==> config.mk <==
export PLATFORM = sky130hd
export DESIGN_NAME = txpl_buffer
export DESIGN_NICKNAME = d
export VERILOG_FILES = /design/src/rtl/txpl_pkg.sv /design/src/rtl/txpl_ram.sv /design/src/rtl/txpl_writer.sv /design/src/rtl/txpl_reader.sv /design/src/rtl/txpl_buffer.sv
export SDC_FILE = /design/constraint.sdc
export NUM_CORES = 1
export LEC_CHECK = 0
export BUFFER_PORTS_ARGS = -buffer_cell sky130_fd_sc_hd__clkbuf_2
export CORE_UTILIZATION = 60
export DETAILED_ROUTE_END_ITERATION = 16
export PLACE_DENSITY = 0.75
export RECOVER_POWER = 25
export SLEW_MARGIN = 25
export SYNTH_ARGS = -nofsm -noshare
export SYNTH_HDL_FRONTEND = slang
export SYNTH_SLANG_ARGS = --single-unit
==> constraint.sdc <==
create_clock -name clk -period 4.51 [get_ports clk]
set_clock_uncertainty 0.2 [all_clocks]
set_input_delay 0.2255 -clock clk [delete_from_list [all_inputs] [get_ports clk]]
set_output_delay 0.2255 -clock clk [all_outputs]
set_load 0.02 [all_outputs]
==> src/rtl/txpl_pkg.sv <==
package txpl_pkg;
  localparam int unsigned TXPL_SLOTS_DEF  = 3;
  localparam int unsigned TXPL_BYTES_DEF  = 32;
  localparam int unsigned TXPL_DATA_W_DEF = 8;
endpackage

==> src/rtl/txpl_ram.sv <==
module txpl_ram #(
  parameter int unsigned DATA_W = 8,
  parameter int unsigned DEPTH  = 96,
  parameter int unsigned ADDR_W = 7
) (
  input  logic              clk,
  input  logic              we,
  input  logic [ADDR_W-1:0] waddr,
  input  logic [DATA_W-1:0] wdata,
  input  logic [ADDR_W-1:0] raddr,
  output logic [DATA_W-1:0] rdata
);
  logic [DATA_W-1:0] mem [DEPTH];

  // single write port, registered read port: block RAM friendly
  always_ff @(posedge clk) begin
    if (we) mem[waddr] <= wdata;
    rdata <= mem[raddr];
  end
endmodule

==> src/rtl/txpl_writer.sv <==
module txpl_writer #(
  parameter int unsigned DATA_W    = 8,
  parameter int unsigned MAX_BYTES = 32,
  parameter int unsigned SLOT_W    = 2,
  parameter int unsigned ADDR_W    = 7,
  parameter int unsigned LEN_W     = 6
) (
  input  logic              clk,
  input  logic              rst,
  input  logic              flush,
  input  logic              wr_start,
  input  logic              wr_byte,
  input  logic              wr_end,
  input  logic [DATA_W-1:0] wr_data,
  input  logic              full,
  input  logic [SLOT_W-1:0] slot,
  output logic              mem_we,
  output logic [ADDR_W-1:0] mem_waddr,
  output logic [DATA_W-1:0] mem_wdata,
  output logic              start_ok,
  output logic              commit,
  output logic [LEN_W-1:0]  commit_len,
  output logic              overflow
);
  logic             open_q;
  logic [LEN_W-1:0] idx_q;

  assign start_ok   = wr_start && !full && !flush;
  assign mem_we     = open_q && wr_byte && !wr_start && !wr_end && !flush
                      && (idx_q < LEN_W'(MAX_BYTES));
  assign mem_waddr  = ADDR_W'(slot) * ADDR_W'(MAX_BYTES) + ADDR_W'(idx_q);
  assign mem_wdata  = wr_data;
  assign commit     = open_q && wr_end && !wr_start && !flush && (idx_q != '0);
  assign commit_len = idx_q;

  always_ff @(posedge clk) begin
    if (rst) begin
      open_q   <= 1'b0;
      idx_q    <= '0;
      overflow <= 1'b0;
    end else begin
      overflow <= wr_start && full && !flush;
      if (flush) begin
        open_q <= 1'b0;
        idx_q  <= '0;
      end else if (start_ok) begin
        open_q <= 1'b1;
        idx_q  <= '0;
      end else if (open_q && wr_end) begin
        open_q <= 1'b0;
      end else if (mem_we) begin
        idx_q <= idx_q + LEN_W'(1);
      end
    end
  end

  // a refused write never leaves a packet open
  assert_overflow_closed_R4: assert property (@(posedge clk) disable iff (rst)
    overflow |-> !open_q);
  // the byte position never passes the slot size
  assert_idx_cap_R5: assert property (@(posedge clk) disable iff (rst)
    idx_q <= LEN_W'(MAX_BYTES));
endmodule

==> src/rtl/txpl_reader.sv <==
module txpl_reader #(
  parameter int unsigned MAX_BYTES = 32,
  parameter int unsigned SLOT_W    = 2,
  parameter int unsigned ADDR_W    = 7,
  parameter int unsigned LEN_W     = 6
) (
  input  logic              clk,
  input  logic              rst,
  input  logic              flush,
  input  logic              start,
  input  logic [SLOT_W-1:0] start_slot,
  input  logic [LEN_W-1:0]  start_len,
  output logic              busy,
  output logic              done,
  output logic [ADDR_W-1:0] raddr,
  output logic              tx_valid,
  output logic              tx_last,
  output logic [LEN_W-1:0]  tx_len
);
  logic [SLOT_W-1:0] slot_q;
  logic [LEN_W-1:0]  idx_q;
  logic [LEN_W-1:0]  len_q;

  assign done   = busy && !flush && (idx_q == len_q - LEN_W'(1));
  assign raddr  = ADDR_W'(slot_q) * ADDR_W'(MAX_BYTES) + ADDR_W'(idx_q);
  assign tx_len = len_q;

  always_ff @(posedge clk) begin
    if (rst) begin
      busy     <= 1'b0;
      tx_valid <= 1'b0;
      tx_last  <= 1'b0;
      idx_q    <= '0;
      slot_q   <= '0;
      len_q    <= '0;
    end else if (flush) begin
      busy     <= 1'b0;
      tx_valid <= 1'b0;
      tx_last  <= 1'b0;
    end else begin
      tx_valid <= busy;
      tx_last  <= done;
      if (busy) idx_q <= idx_q + LEN_W'(1);
      if (done) busy <= 1'b0;
      if (start) begin
        busy   <= 1'b1;
        idx_q  <= '0;
        slot_q <= start_slot;
        len_q  <= start_len;
      end
    end
  end

  // a packet's final byte is always followed by an idle cycle
  assert_last_gap_R2: assert property (@(posedge clk) disable iff (rst)
    tx_last |=> !tx_valid);
  // every sent byte carries a legal length
  assert_len_range_R2: assert property (@(posedge clk) disable iff (rst)
    tx_valid |-> (len_q >= LEN_W'(1)) && (len_q <= LEN_W'(MAX_BYTES)));
endmodule

==> src/rtl/txpl_buffer.sv <==
module txpl_buffer
  import txpl_pkg::*;
#(
  parameter int unsigned SLOTS     = TXPL_SLOTS_DEF,
  parameter int unsigned MAX_BYTES = TXPL_BYTES_DEF,
  parameter int unsigned DATA_W    = TXPL_DATA_W_DEF,
  localparam int unsigned LEN_W    = $clog2(MAX_BYTES + 1)
) (
  input  logic              clk,
  input  logic              rst,
  input  logic              ce,
  input  logic              wr_start,
  input  logic              wr_byte,
  input  logic              wr_end,
  input  logic [DATA_W-1:0] wr_data,
  input  logic              flush,
  input  logic              reuse_req,
  input  logic              tx_req,
  output logic              tx_valid,
  output logic [DATA_W-1:0] tx_data,
  output logic              tx_last,
  output logic [LEN_W-1:0]  tx_len,
  output logic              full,
  output logic              empty,
  output logic              overflow,
  output logic              reuse_active
);
  localparam int unsigned SLOT_W = $clog2(SLOTS);
  localparam int unsigned CNT_W  = $clog2(SLOTS + 1);
  localparam int unsigned DEPTH  = SLOTS * MAX_BYTES;
  localparam int unsigned ADDR_W = $clog2(DEPTH);

  logic [SLOT_W-1:0] wr_ptr, rd_ptr, last_slot, cur_slot;
  logic [CNT_W-1:0]  count;
  logic              reuse_on, last_valid, keep_cur;
  logic [LEN_W-1:0]  len_tab [SLOTS];

  logic              mem_we, start_ok, commit, busy, done, tx_accept, pop;
  logic [ADDR_W-1:0] mem_waddr, raddr;
  logic [DATA_W-1:0] mem_wdata;
  logic [LEN_W-1:0]  commit_len, start_len;
  logic [SLOT_W-1:0] start_slot;

  function automatic logic [SLOT_W-1:0] nxt(input logic [SLOT_W-1:0] p);
    return (p == SLOT_W'(SLOTS - 1)) ? '0 : p + SLOT_W'(1);
  endfunction

  assign full         = (count == CNT_W'(SLOTS));
  assign empty        = (count == '0);
  assign reuse_active = reuse_on;
  assign start_slot   = reuse_on ? last_slot : rd_ptr;
  assign start_len    = len_tab[start_slot];
  assign tx_accept    = tx_req && ce && !busy && !flush && (reuse_on || !empty);
  assign pop          = done && !keep_cur;

  txpl_writer #(.DATA_W(DATA_W), .MAX_BYTES(MAX_BYTES), .SLOT_W(SLOT_W),
                .ADDR_W(ADDR_W), .LEN_W(LEN_W)) u_writer (
    .clk(clk), .rst(rst), .flush(flush), .wr_start(wr_start), .wr_byte(wr_byte),
    .wr_end(wr_end), .wr_data(wr_data), .full(full), .slot(wr_ptr),
    .mem_we(mem_we), .mem_waddr(mem_waddr), .mem_wdata(mem_wdata),
    .start_ok(start_ok), .commit(commit), .commit_len(commit_len),
    .overflow(overflow));

  txpl_ram #(.DATA_W(DATA_W), .DEPTH(DEPTH), .ADDR_W(ADDR_W)) u_ram (
    .clk(clk), .we(mem_we), .waddr(mem_waddr), .wdata(mem_wdata),
    .raddr(raddr), .rdata(tx_data));

  txpl_reader #(.MAX_BYTES(MAX_BYTES), .SLOT_W(SLOT_W), .ADDR_W(ADDR_W),
                .LEN_W(LEN_W)) u_reader (
    .clk(clk), .rst(rst), .flush(flush), .start(tx_accept),
    .start_slot(start_slot), .start_len(start_len), .busy(busy), .done(done),
    .raddr(raddr), .tx_valid(tx_valid), .tx_last(tx_last), .tx_len(tx_len));

  always_ff @(posedge clk) begin
    for (int s = 0; s < SLOTS; s++) begin
      if (rst) len_tab[s] <= '0;
      else if (commit && wr_ptr == SLOT_W'(s)) len_tab[s] <= commit_len;
    end
  end

  always_ff @(posedge clk) begin
    if (rst || flush) begin
      wr_ptr     <= '0;
      rd_ptr     <= '0;
      count      <= '0;
      reuse_on   <= 1'b0;
      last_valid <= 1'b0;
      last_slot  <= '0;
      keep_cur   <= 1'b0;
      cur_slot   <= '0;
    end else begin
      unique case ({commit, pop})
        2'b10:   count <= count + CNT_W'(1);
        2'b01:   count <= count - CNT_W'(1);
        default: ;
      endcase
      if (commit) wr_ptr <= nxt(wr_ptr);
      if (pop) begin
        rd_ptr     <= nxt(rd_ptr);
        last_slot  <= cur_slot;
        last_valid <= 1'b1;
      end
      if (start_ok) begin
        reuse_on   <= 1'b0;
        last_valid <= 1'b0;
      end else if (reuse_req && !busy && last_valid) begin
        reuse_on <= 1'b1;
      end
      if (tx_accept) begin
        keep_cur <= reuse_on;
        cur_slot <= start_slot;
      end
    end
  end

  assert_count_bound_R3: assert property (@(posedge clk) disable iff (rst)
    count <= CNT_W'(SLOTS));
  assert_flag_excl_R3: assert property (@(posedge clk) disable iff (rst)
    !(full && empty));
  // the repeat mode does not switch on while a packet is going out
  assert_reuse_hold_R9: assert property (@(posedge clk) disable iff (rst)
    (busy && !flush && !start_ok) |=> $stable(reuse_on));
  // a repeated packet keeps its place in the occupancy
  assert_keep_count_R7: assert property (@(posedge clk) disable iff (rst)
    (done && keep_cur && !flush && !commit) |=> $stable(count));
  assert_flush_clear_R6: assert property (@(posedge clk) disable iff (rst)
    flush |=> (empty && !reuse_active && !tx_valid));
endmodule

==> Yosys cells after proc, flatten, opt, wreduce, memory -nomap -nowiden <==
Memories as Yosys holds them, arrays and structs flattened. A register that Yosys moved wholly into a read port is not among the register bits.
Index checks and enable logic that the tools add are counted.
{ "word_totals": {"elab_cells": 113, "register_bits": 32, "mem_count": 2, "mem_bits_rw": 786, "out_inout_bits": 20, "input_bits": 17} }
{ "mem_list": {"columns": ["name", "words", "word_bits", "read_ports", "rd_ports_with_merged_regs", "write_ports", "line_no", "source"], "rows": [
  ["u_ram.mem", 96, 8, 1, 1, 1, "txpl_ram.sv:13", "logic [DATA_W-1:0] mem [DEPTH];"],
  ["len_tab", 3, 6, 1, 1, 3, "txpl_buffer.sv:36", "logic [LEN_W-1:0] len_tab [SLOTS];"]
]} }
{ "op_classes": {"bitwise": 5, "magnitude_cmp": 1, "add_sub_neg": 9, "n_eq_ne": 7, "muxes": 26, "n_reduce_logical": 47} }
{ "ops": {"columns": ["operator", "count"], "rows": [
  ["6-bit 2-to-1 mux", 5],
  ["1-bit logical AND", 25],
  ["1-bit 2-to-1 mux", 17],
  ["7-bit by 6-bit adder with 7-bit output", 2],
  ["6-bit by 1-bit adder with 6-bit output, second input constant", 2],
  ["2-bit == test, second input constant", 4],
  ["2-bit nonzero test", 4],
  ["1-bit zero test", 7],
  ["2-bit by 1-bit adder with 2-bit output, second input constant", 3],
  ["6-bit == test", 1],
  ["6-bit < comparator, second input constant", 1],
  ["2-bit 2-to-1 mux", 3],
  ["2-bit AND reduction", 3],
  ["6-bit nonzero test", 1],
  ["6-bit by 1-bit subtractor with 6-bit output, second input constant", 1],
  ["2-bit by 1-bit == test with 1-bit output, second input constant", 2],
  ["2-bit zero test", 2],
  ["2-bit case mux with 2 select lines", 1],
  ["2-bit OR reduction", 2],
  ["1-bit bitwise OR", 3],
  ["3-bit OR reduction", 1],
  ["1-bit logical OR", 2],
  ["1-bit inverter", 2],
  ["2-bit by 1-bit subtractor with 2-bit output, second input constant", 1]
]} }

==> Logic depth before layout (Yosys ltp) <==
{ "depth": {"ltp_word": 9, "mapped_depth": 13, "mapped_depth_nobuf": 10} }

==> Hierarchy <==
Synthesis repeated with hierarchy kept, for this count alone.
{ "hier_totals": {"hier_cells": 1739, "hier_area_um2": 32937.8} }
{ "modules_own_cells": {"columns": ["module", "area_each_um2", "n_inst", "cells_per_inst"], "rows": [
  ["txpl_ram", 30067.6, 1, 1437],
  ["txpl_buffer", 1455.1, 1, 131],
  ["txpl_reader", 882.1, 1, 106],
  ["txpl_writer", 533.0, 1, 65]
]} }

==> Worst setup path before layout <==
Ideal clock, no wire load.
{ "synth_timing": {"path_kind": "register to register", "start": "register u_reader.len_q[0], in the netlist u_reader.tx_len[0] (read register of len_tab)", "end": "register count[1]", "t_required_ps": 4239, "slack_ps": 1648, "stages_incl_launch_ff": 10, "path_buffers": 0, "synth_period_minus_slack_ps": 2862, "setup_ps": 71, "arrival_ps": 2592, "path_cell_list": "dfxtp_1 > inv_1 > ha_1 > and3b_1 > o21a_1 > o31ai_1 > nor3_1 > ha_1 > or3_1 > a21oi_1"} }
{ "synth_via": {"elab_chain_cells": 6, "elab_cells_between_ends": 8, "cone_classes": "add/sub (1); eq/ne (3); mux (1); reduce/logical (3)"} }
{ "synth_lines": {"columns": ["item", "line_no", "source"], "rows": [
  ["from (decl)", "txpl_reader.sv:22", "logic [LEN_W-1:0] len_q;"],
  ["6-bit by 1-bit subtractor with 6-bit output *", "txpl_reader.sv:24", "assign done = busy && !flush && (idx_q == len_q - LEN_W'(1));"],
  ["6-bit == test *", "txpl_reader.sv:24", null],
  ["1-bit logical AND *", "txpl_reader.sv:24", null],
  ["1-bit logical AND *", "txpl_buffer.sv:54", "assign pop = done && !keep_cur;"],
  ["named net pop", "txpl_buffer.sv:38", "logic mem_we, start_ok, commit, busy, done, tx_accept, pop;"],
  ["2-bit by 1-bit == test with 1-bit output or 2-bit == test (tied branches)", "txpl_buffer.sv:92", "unique case ({commit, pop})"],
  ["2-bit case mux with 2 select lines or 2-bit nonzero test (tied branches)", null, null],
  ["to (signal assigned)", "txpl_buffer.sv:93", "2'b10: count <= count + CNT_W'(1);"],
  ["to (signal assigned)", "txpl_buffer.sv:94", "2'b01: count <= count - CNT_W'(1);"],
  ["to (decl)", "txpl_buffer.sv:34", "logic [CNT_W-1:0] count;"]
]} }
Mark *: on every way through the listed nets, which the timed path passes. The rest lies on a longest branch.
A chain may end at the register's enable or synchronous reset.

==> Worst setup path after layout <==
{ "layout_timing": {"start": "register u_writer.open_q", "end": "memory u_ram.mem[8][1], enable pin"} }
{ "layout_via": {"elab_chain_cells": 7} }
{ "layout_lines": {"columns": ["item", "line_no", "source"], "rows": [
  ["from (decl)", "txpl_writer.sv:25", "logic open_q;"],
  ["from (signal assigned)", "txpl_writer.sv:38", "open_q <= 1'b0;"],
  ["from (signal assigned)", "txpl_writer.sv:44", "open_q <= 1'b0;"],
  ["from (signal assigned)", "txpl_writer.sv:47", "open_q <= 1'b1;"],
  ["1-bit logical AND (4 in a row)", "txpl_writer.sv:29", "assign mem_we = open_q && wr_byte && !wr_start && !wr_end && !flush"],
  ["1-bit logical AND", "txpl_writer.sv:30", "&& (idx_q < LEN_W'(MAX_BYTES));"],
  ["1-bit 2-to-1 mux", "txpl_ram.sv:17", "if (we) mem[waddr] <= wdata;"],
  ["1-bit 2-to-1 mux (implied by the code)", "txpl_ram.sv:17", null],
  ["to (decl)", "txpl_ram.sv:13", null]
]} }
Every way passes these cells.

==> metrics.cfg <==
[timing]
tns_ps = 0
max_freq_mhz = 287.2
fin_crit_ps = 3481
rsz0062_at_grt = no
fin_crit_sh = 0.7719
finalHoldViolations = 0
max_slew_margin = -0.7214
worstMarginPinSlew_ps = 2582
slew_violations = 482
setup-violations-final = 0

[route]
ant_nets = 0
wl_met3_um = 7294
highest_layer = met5
wl_met2_um = 34890
dr.pass1.iters = 5
drc = 0
wl_per_cell_um = 29.31
m1WireLength_um = 28720
vias_per_cell = 6.644
dr.first_iter.drc_count = 2028
drt_wl_total_um = 73600
vias = 16680

[cts]
clockBufferDepth = 3
cts_tree = built
clock_sinks = 832
clockRootBuffer = clkbuf_16
insertion_delay_ps = 630
htree_num_levels = 3
cts_resized = 0
clk_pin_slew_ps = 60
hold_buffers = 12
cts_setup_buffers = 0
numCtsBuffers = 81

[critical_path]
r2r_slack_ps = 1030
cp_num_buf_inv = 0
worstPathArrival_ps = 3530
crit_cells = 5
crit_chain = nor3b_1 -> nand2_1 -> nor2_1 -> nand2_1 -> nor2_1
path_class = reg -> reg
cp.required_ps = 4560
crit_family = simple AND/OR/NAND/NOR gates
cp-end-kind = register
r2r_cells = 5
crit_path_max_fanout = 12
cpPeakStageDelay_ps = 910
slowest_stage = nor2_1
cp-start-kind = register

[floorplanning]
die_y_um = 234.8
ios = 37
start_util = 0.6128
core.rowCount = 84
core-area_sq_um = 53080
fp.dieArea_sq_um = 55140
die_w_um = 234.8

[grt]
grt_pass1_vias = 16660
grt_pass1_wl_um = 108000
grt_use_total = 0.2714
antenna_found_initial = 3
grt_max_degree = 97
overflow = 0

[outcome]
violations = max-capacitance violations, max-slew violations
run_status = finished with violations

[hold_path]
hold_path.class = in -> reg
hold_depth = 6

[pwr]
total_power_mw = 15.18
ir_drop_mv = 0.2825
p_per_area_nw_per_um2 = 418.3
leakage_nw = 11.14

[logic_synthesis]
synth.avg_cell_area_sq_um = 19.63
yosysWarnings = 0
synthCells = 1657
syn-num-nets = 1681
ys_types = 58
ys_seq_area_frac = 0.7540
synth_enable_flop_cells = 786
synth_area_sq_um = 32520
synth_top_flop_cell = edfxtp_1
synthArstFlopShare = 0
synth-seq-cells = 832

[placement]
gp_congestion = 0.8558
dp_hpwl_um = 42910
io_buffer_count = 36

[final_layout]
finalNetCount = 1783
drive_gt1_frac = 0.2168
area_growth_pct = 11.55
final_core_util = 0.6836

[flow_run]
drv_cap = 7

==> stage by stage <==
stage / instance area (sq um) / worst slack (ps) / std cells / hold slack (ps)
finish: 36280 / 1029 / 2511 / 69.64
global route: 36280 / 862.0 / 2510 / 90.32
CTS: 36220 / 1117 / 2504 / 30.35
detailed placement: 33530 / 1016 / 2346 / 268.3
global placement: 33530 / 1226 / 2346 / 251.0
floorplan: 32520 / 1648 / 1657 / 124.4
==> cell type report <==
type,count,area [sq um]
inverter,9,33.78
clock buffer,105,2231
timing repair buffer,108,792.0
fill,3222,16790
sequential,832,24530
clock inverter,41,340.3
multi-input combinational,727,7487
antenna,1,2.502
tap,688,860.8
==> per-layer routing <==
layer / vias up / global-route usage
met2: 923 / 0.4185
li1: 6990 / -
met4: 2 / 0.1047
met1: 8602 / 0.3744
met3: 165 / 0.07425
met5: - / 0
==> power by group <==
group | total [mW] | internal (mW) | leakage (nW) | switching, mW
Combinational | 0.159 | 0.0212 | 2.43 | 0.137
Sequential | 8.46 | 8.45 | 7.45 | 0.00270
Clock | 6.56 | 3.77 | 1.26 | 2.79
==> kinds of logic after synthesis <==
family	after synthesis	synth area share
AOI/OAI and AO/OA	170	0.03835
xor gates and xnor gates	19	0.005116
DFF	832	0.7540
and+or+nand+nor	273	0.03862
buffers and inverters	98	0.01604
adders and majority gates	7	0.002693
muxes	258	0.1452
==> cells in the mapped netlist, drive strengths merged, types with 2 or more instances <==
master / number / area share
a2111oi: 14 / 0.0045
a211o: 8 / 0.0022
a211oi: 12 / 0.0028
a21oi: 38 / 0.0058
a221oi: 4 / 0.0011
a22o: 18 / 0.0048
a22oi: 15 / 0.0035
a31oi: 2 / 0.00038
and2: 24 / 0.0046
and3: 3 / 0.00058
and3b: 2 / 0.00054
buf: 43 / 0.0097
clkbuf: 46 / 0.0053
dfxtp: 46 / 0.028
edfxtp: 786 / 0.73
ha: 7 / 0.0027
inv: 8 / 0.00092
mux2: 10 / 0.0035
mux2i: 78 / 0.024
mux4: 170 / 0.12
nand2: 32 / 0.0037
nand2b: 4 / 0.00077
nand3: 13 / 0.0020
nand3b: 3 / 0.00069
nand4: 8 / 0.0015
nor2: 147 / 0.017
nor2b: 13 / 0.0025
nor3: 10 / 0.0015
nor3b: 3 / 0.00069
nor4: 2 / 0.00038
o2111ai: 2 / 0.00054
o211ai: 6 / 0.0014
o21ai: 6 / 0.00092
o221ai: 14 / 0.0038
o22ai: 17 / 0.0033
o31a: 2 / 0.00054
o31ai: 8 / 0.0018
or2: 3 / 0.00058
or3: 2 / 0.00038
xnor2: 9 / 0.0024
xor2: 10 / 0.0027
==> layout by cell type, fill, tap and decap left out, types with 5 or more instances in the layout <==
cell type / count
a211o_1: 8
mux2i_1: 78
nand3_1: 13
o211ai_1: 6
o22ai_1: 17
clkinv_2: 14
clkbuf_1: 20
buf_4: 53
and2_1: 24
edfxtp_1: 786
ha_1: 7
nand4_1: 8
xnor2_1: 9
nor2b_1: 11
dfxtp_1: 43
nor3_1: 10
clkinv_1: 16
mux4_2: 170
a22o_1: 18
a22oi_1: 15
xor2_1: 10
clkbuf_2: 32
dlygate4sd3_1: 16
a2111oi_0: 8
clkbuf_16: 84
inv_1: 7
mux2_2: 7
nor2_1: 146
o221ai_1: 14
o31ai_1: 8
bufinv_16: 5
nand2_1: 32
a211oi_1: 12
a21oi_1: 38
clkbuf_8: 5
o21ai_0: 6
==> worst reg2reg max path: stages (launching register included) <==
cell and delay (ps):
dfxtp_1 340, nor3b_1 410, nand2_1 200, nor2_1 300, nand2_1 720, nor2_1 930
==> final timing paths <==
check,from,to
max,u_writer.open_q$_SDFFE_PP0P_,u_ram.mem[8][1]$_DFFE_PP_
min reg2reg,last_slot[1]$_SDFFE_PP0P_,last_slot[1]$_SDFFE_PP0P_
max reg2reg,u_writer.open_q$_SDFFE_PP0P_,u_ram.mem[8][1]$_DFFE_PP_
min,ce,u_reader.tx_len[1]$_SDFFE_PP0P_
==> flip-flops by register name (all words and copies together) (netlist names) <==
name / count
cur_slot: 2
u_writer.overflow: 1
u_reader.idx_q: 6
wr_ptr: 2
u_writer.commit_len: 6
u_reader.slot_q: 2
len_tab: 18
rd_ptr: 2
keep_cur: 1
u_reader.tx_len: 6
u_ram.rdata: 8
last_valid: 1
u_reader.tx_last: 1
u_writer.open_q: 1
last_slot: 2
u_reader.tx_valid: 1
reuse_active: 1
count: 2
u_reader.busy: 1
u_ram.mem: 768
Power figures use the tool's default switching activity.
